[config.mk]
export PLATFORM = sky130hd
export DESIGN_NAME = bru_next_pc
export DESIGN_NICKNAME = d
export VERILOG_FILES = /design/src/rtl/bru_pkg.sv /design/src/rtl/bru_decode.sv /design/src/rtl/bru_cond.sv /design/src/rtl/bru_target.sv /design/src/rtl/bru_next_pc.sv
export SDC_FILE = /design/constraint.sdc
export NUM_CORES = 1
export LEC_CHECK = 0
export ABC_AREA = 1
export CORE_MARGIN = 4
export CORE_UTILIZATION = 25
export DETAILED_ROUTE_END_ITERATION = 10
export DONT_BUFFER_PORTS = 1
export GPL_TIMING_DRIVEN = 0
export SLEW_MARGIN = 20
export SYNTH_ARGS = -nofsm -noshare
export SYNTH_HDL_FRONTEND = slang
export SYNTH_HIERARCHICAL = 1
export SYNTH_SLANG_ARGS = --single-unit
[constraint.sdc]
create_clock -name vclk -period 7.4
set_input_delay 2.22 -clock vclk [all_inputs]
set_output_delay 2.22 -clock vclk [all_outputs]
set_load 0.005 [all_outputs]
[src/rtl/bru_pkg.sv]
package bru_pkg;
  localparam int unsigned XLEN   = 64;
  localparam int unsigned ILEN   = 32;
  localparam int unsigned NFLAG  = 8;
  localparam int unsigned FIDX_W = $clog2(NFLAG);
  localparam int unsigned RIDX_W = 5;

  localparam logic [5:0] OP_CEQ   = 6'b010110;
  localparam logic [5:0] OP_CNE   = 6'b010111;
  localparam logic [5:0] OP_CLT   = 6'b011000;
  localparam logic [5:0] OP_CGE   = 6'b011001;
  localparam logic [5:0] OP_CLTU  = 6'b011010;
  localparam logic [5:0] OP_CGEU  = 6'b011011;
  localparam logic [5:0] OP_ZERO  = 6'b010000;
  localparam logic [5:0] OP_NZERO = 6'b010001;
  localparam logic [5:0] OP_FLAG  = 6'b010010;
  localparam logic [5:0] OP_IND   = 6'b010011;
  localparam logic [5:0] OP_JMP   = 6'b010100;
  localparam logic [5:0] OP_JLINK = 6'b010101;

  localparam logic [RIDX_W-1:0] LINK_REG = 5'd1;

  typedef enum logic [2:0] {
    K_COND, K_JMP, K_JLINK, K_IND, K_BAD
  } kind_e;

  typedef enum logic [3:0] {
    C_EQ, C_NE, C_LT, C_GE, C_LTU, C_GEU,
    C_ZERO, C_NZERO, C_FCLR, C_FSET, C_ALWAYS, C_NEVER
  } cond_e;
endpackage

[src/rtl/bru_decode.sv]
module bru_decode
  import bru_pkg::*;
#(
  parameter int unsigned W = XLEN
) (
  input  logic [ILEN-1:0]   instr_i,
  output kind_e             kind_o,
  output cond_e             cond_o,
  output logic [W-1:0]      woff_o,
  output logic [FIDX_W-1:0] fidx_o
);
  logic [W-1:0] off16, off21, off26;

  assign off16  = {{(W-16){instr_i[25]}}, instr_i[25:10]};
  assign off21  = {{(W-21){instr_i[4]}},  instr_i[4:0], instr_i[25:10]};
  assign off26  = {{(W-26){instr_i[9]}},  instr_i[9:0], instr_i[25:10]};
  assign fidx_o = instr_i[5 +: FIDX_W];

  always_comb begin
    kind_o = K_BAD;
    cond_o = C_NEVER;
    woff_o = '0;
    case (instr_i[31:26])
      OP_CEQ:   begin kind_o = K_COND;  cond_o = C_EQ;     woff_o = off16; end
      OP_CNE:   begin kind_o = K_COND;  cond_o = C_NE;     woff_o = off16; end
      OP_CLT:   begin kind_o = K_COND;  cond_o = C_LT;     woff_o = off16; end
      OP_CGE:   begin kind_o = K_COND;  cond_o = C_GE;     woff_o = off16; end
      OP_CLTU:  begin kind_o = K_COND;  cond_o = C_LTU;    woff_o = off16; end
      OP_CGEU:  begin kind_o = K_COND;  cond_o = C_GEU;    woff_o = off16; end
      OP_ZERO:  begin kind_o = K_COND;  cond_o = C_ZERO;   woff_o = off21; end
      OP_NZERO: begin kind_o = K_COND;  cond_o = C_NZERO;  woff_o = off21; end
      OP_FLAG: begin
        woff_o = off21;
        case (instr_i[9:8])
          2'b00:   begin kind_o = K_COND; cond_o = C_FCLR; end
          2'b01:   begin kind_o = K_COND; cond_o = C_FSET; end
          default: begin kind_o = K_BAD;  cond_o = C_NEVER; end
        endcase
      end
      OP_JMP:   begin kind_o = K_JMP;   cond_o = C_ALWAYS; woff_o = off26; end
      OP_JLINK: begin kind_o = K_JLINK; cond_o = C_ALWAYS; woff_o = off26; end
      OP_IND:   begin kind_o = K_IND;   cond_o = C_ALWAYS; woff_o = off16; end
      default:  begin kind_o = K_BAD;   cond_o = C_NEVER;  woff_o = '0;    end
    endcase
  end
endmodule

[src/rtl/bru_cond.sv]
module bru_cond
  import bru_pkg::*;
#(
  parameter int unsigned W = XLEN,
  parameter int unsigned NF = NFLAG
) (
  input  cond_e                  cond_i,
  input  logic [W-1:0]           a_i,
  input  logic [W-1:0]           b_i,
  input  logic [NF-1:0]          flags_i,
  input  logic [$clog2(NF)-1:0]  fidx_i,
  output logic                   hit_o
);
  logic eq, lts, ltu, sel_flag;

  assign eq       = (a_i == b_i);
  assign lts      = ($signed(a_i) < $signed(b_i));
  assign ltu      = (a_i < b_i);
  assign sel_flag = flags_i[fidx_i];

  always_comb begin
    case (cond_i)
      C_EQ:     hit_o = eq;
      C_NE:     hit_o = !eq;
      C_LT:     hit_o = lts;
      C_GE:     hit_o = !lts;
      C_LTU:    hit_o = ltu;
      C_GEU:    hit_o = !ltu;
      C_ZERO:   hit_o = (a_i == '0);
      C_NZERO:  hit_o = (a_i != '0);
      C_FCLR:   hit_o = !sel_flag;
      C_FSET:   hit_o = sel_flag;
      C_ALWAYS: hit_o = 1'b1;
      default:  hit_o = 1'b0;
    endcase
  end
endmodule

[src/rtl/bru_target.sv]
module bru_target #(
  parameter int unsigned W = 64
) (
  input  logic [W-1:0] base_i,
  input  logic [W-1:0] woff_i,
  output logic [W-1:0] tgt_o
);
  localparam int unsigned SHIFT = 2;
  assign tgt_o = base_i + {woff_i[W-SHIFT-1:0], {SHIFT{1'b0}}};
endmodule

[src/rtl/bru_next_pc.sv]
module bru_next_pc
  import bru_pkg::*;
(
  input  logic [XLEN-1:0]   pc_i,
  input  logic [ILEN-1:0]   instr_i,
  input  logic [XLEN-1:0]   opnd_a_i,
  input  logic [XLEN-1:0]   opnd_b_i,
  input  logic [NFLAG-1:0]  cflags_i,
  output logic [XLEN-1:0]   next_pc_o,
  output logic              taken_o,
  output logic              link_we_o,
  output logic [RIDX_W-1:0] link_idx_o,
  output logic [XLEN-1:0]   link_data_o,
  output logic              illegal_o
);
  localparam logic [XLEN-1:0] ISTEP = XLEN'(ILEN / 8);

  kind_e             kind;
  cond_e             cond;
  logic [XLEN-1:0]   woff, base, tgt, seq;
  logic [FIDX_W-1:0] fidx;
  logic              hit, wants_link;

  bru_decode #(.W(XLEN)) u_decode (
    .instr_i (instr_i), .kind_o (kind), .cond_o (cond),
    .woff_o  (woff),    .fidx_o (fidx)
  );

  bru_cond #(.W(XLEN), .NF(NFLAG)) u_cond (
    .cond_i (cond), .a_i (opnd_a_i), .b_i (opnd_b_i),
    .flags_i (cflags_i), .fidx_i (fidx), .hit_o (hit)
  );

  assign base = (kind == K_IND) ? opnd_a_i : pc_i;

  bru_target #(.W(XLEN)) u_target (
    .base_i (base), .woff_i (woff), .tgt_o (tgt)
  );

  assign seq = pc_i + ISTEP;

  always_comb begin
    wants_link = 1'b0;
    link_idx_o = '0;
    case (kind)
      K_JLINK: begin wants_link = 1'b1; link_idx_o = LINK_REG; end
      K_IND:   begin wants_link = 1'b1; link_idx_o = instr_i[RIDX_W-1:0]; end
      default: begin wants_link = 1'b0; link_idx_o = '0; end
    endcase
  end

  assign link_we_o   = wants_link && (link_idx_o != '0);
  assign link_data_o = seq;
  assign taken_o     = hit;
  assign next_pc_o   = hit ? tgt : seq;
  assign illegal_o   = (kind == K_BAD);
endmodule

==> flow_metrics.tcl <==
set metrics [dict create \
    status "finished, violations left" \
    violations "setup timing" \
    slowest_delay_ns 0.33 \
    drt_first_iter_violations 1480 \
    dp_hpwl_um 60900 \
    max_freq_mhz 132 \
    ant_nets 0 \
    finalHoldViolCount 0 \
    io_buffer_count 0 \
    ctsHoldBuffers 0 \
    dieHeight_um 229 \
    min_path_type "in -> out" \
    final_cell_area_mm2 0.0170 \
    min_period_over_period_pct 102 \
    grt_max_degree 23 \
    flops_and_latches 0 \
    top_usage_layer "met2" \
    path_max_fanout 6 \
    finalCriticalPeriod_ns 7.56 \
    grt_antenna_before_repair 0 \
    worstPathRequired_ns 5.18 \
    synth_fp_nets 2971 \
    remaining_drc_errors 0 \
    grt_use_met3_pct 6.29 \
    fill_cells 5381 \
    crit_slowest_cell "ha_4" \
    met1_usage_pct 31.1 \
    crit_top_cell "nand2_2" \
    overflow 0 \
    clkbuf_count 0 \
    grt_pass1_vias 14800 \
    area_delta_synth_final_pct 39.3 \
    core_area_mm2 0.0480 \
    endpoint_kind "primary output" \
    post-route-util_pct 35.5 \
    io_pins 368 \
    nets 3094 \
    maxSlewViolCount 0 \
    via_per_inst 4.94 \
    die_x_um 229 \
    drt-total-wl_um 70700 \
    grt_pass1_wl_um 98300 \
    synthCells 2612 \
    path_class "in -> out" \
    die-area_mm2 0.0525 \
    arrival_ns 5.34 \
    routedWlPerCell_um 21.1 \
    cap_violations 0 \
    dpl_worst_slack_ns -1.81 \
    grtUsageMet2_pct 40.4 \
    avgSynthCellArea_um2 4.68 \
    routabilityCongestion 1.04 \
    drive_gt1_share_pct 29.5 \
    placed_area_mm2 0.0130 \
    start_kind "primary input" \
    setup_tns_ns -1.49 \
    rows 80 \
    initial_core_util_pct 25.5 \
    drtPass1Iterations 7 \
    synth_area_mm2 0.0122 \
    track_usage_pct 24.7 \
    yosysWarnings 6 \
    rsz0062_at_grt "true" \
    setup_viol_count_final 22 \
    area.sequential_um2 0 \
    slew_headroom_pct 48.5 \
    worst_slew_pin_slew_ns 0.767 \
    fin_ws_ns -0.158 \
    via_count 16600 \
]
routing by layer:
layer	vias up	part of all wire, %
li1	8055	-
met1	7502	39
met2	836	44
met3	166	11
met4	0	5.9
met5	-	0
placed cells by master, fill, tap and decap left out, types with 7 or more instances in the layout:
master,count
a21oi_1,40
a21oi_2,23
a21oi_4,9
and2_1,7
buf_4,143
buf_6,14
buf_8,7
ha_1,73
ha_2,12
ha_4,41
inv_1,423
inv_2,28
nand2_1,910
nand2_2,257
nand2_4,57
nand3_1,59
nand3_2,24
nand3_4,18
nand4_1,25
nor2_1,260
nor2_2,37
nor2_4,58
nor3_4,11
o21ai_0,30
o21ai_1,17
o21ai_2,9
o21bai_1,10
xnor2_1,21
xor2_1,35
cell type report:
class | count | area, um^2 | area share [%]
Tap cell | 615 | 769 | 4.51
Multi-Input combinational cell | 2081 | 12800 | 75.2
Buffer | 71 | 628 | 3.68
Timing Repair Buffer | 121 | 1080 | 6.33
Antenna cell | 1 | 2.50 | 0.0147
Inverter | 460 | 1760 | 10.3
worst max-delay path, delay by kind of cell:
family	cells	cell delay, ns
adder cells (fa/ha/maj)	1	0.33
AO/OA/AOI/OAI	2	0.16
buffers and inverters	10	1.20
AND/OR/NAND/NOR	14	1.41
repair_timing:
item | 4_1_cts | 5_1_grt
pin swaps | 132 | 198
endpoints found under the hold margin | 0 | 0
setup endpoints to repair | 64 | 61
cloned | 1 | 2
gates resized for setup | 452 | 362
setup buffers | 59 | 59
per-stage QoR:
step / cells / hold WS, ns
after floorplan: 2612 / 4.50
final: 3349 / 4.52
after CTS: 3288 / 4.52
after global routing: 3348 / 4.53
after global placement: 3227 / 4.52
after detailed placement: 3228 / 4.52
worst paths after layout:
| kind | startpoint | end | slack [ns] | cells after the start |
|---|---|---|---|---|
| worst max-delay path | instr_i[30] | next_pc_o[52] | -0.16 | 27 |
| worst min-delay path | pc_i[4] | link_data_o[4] | 4.52 | 1 |
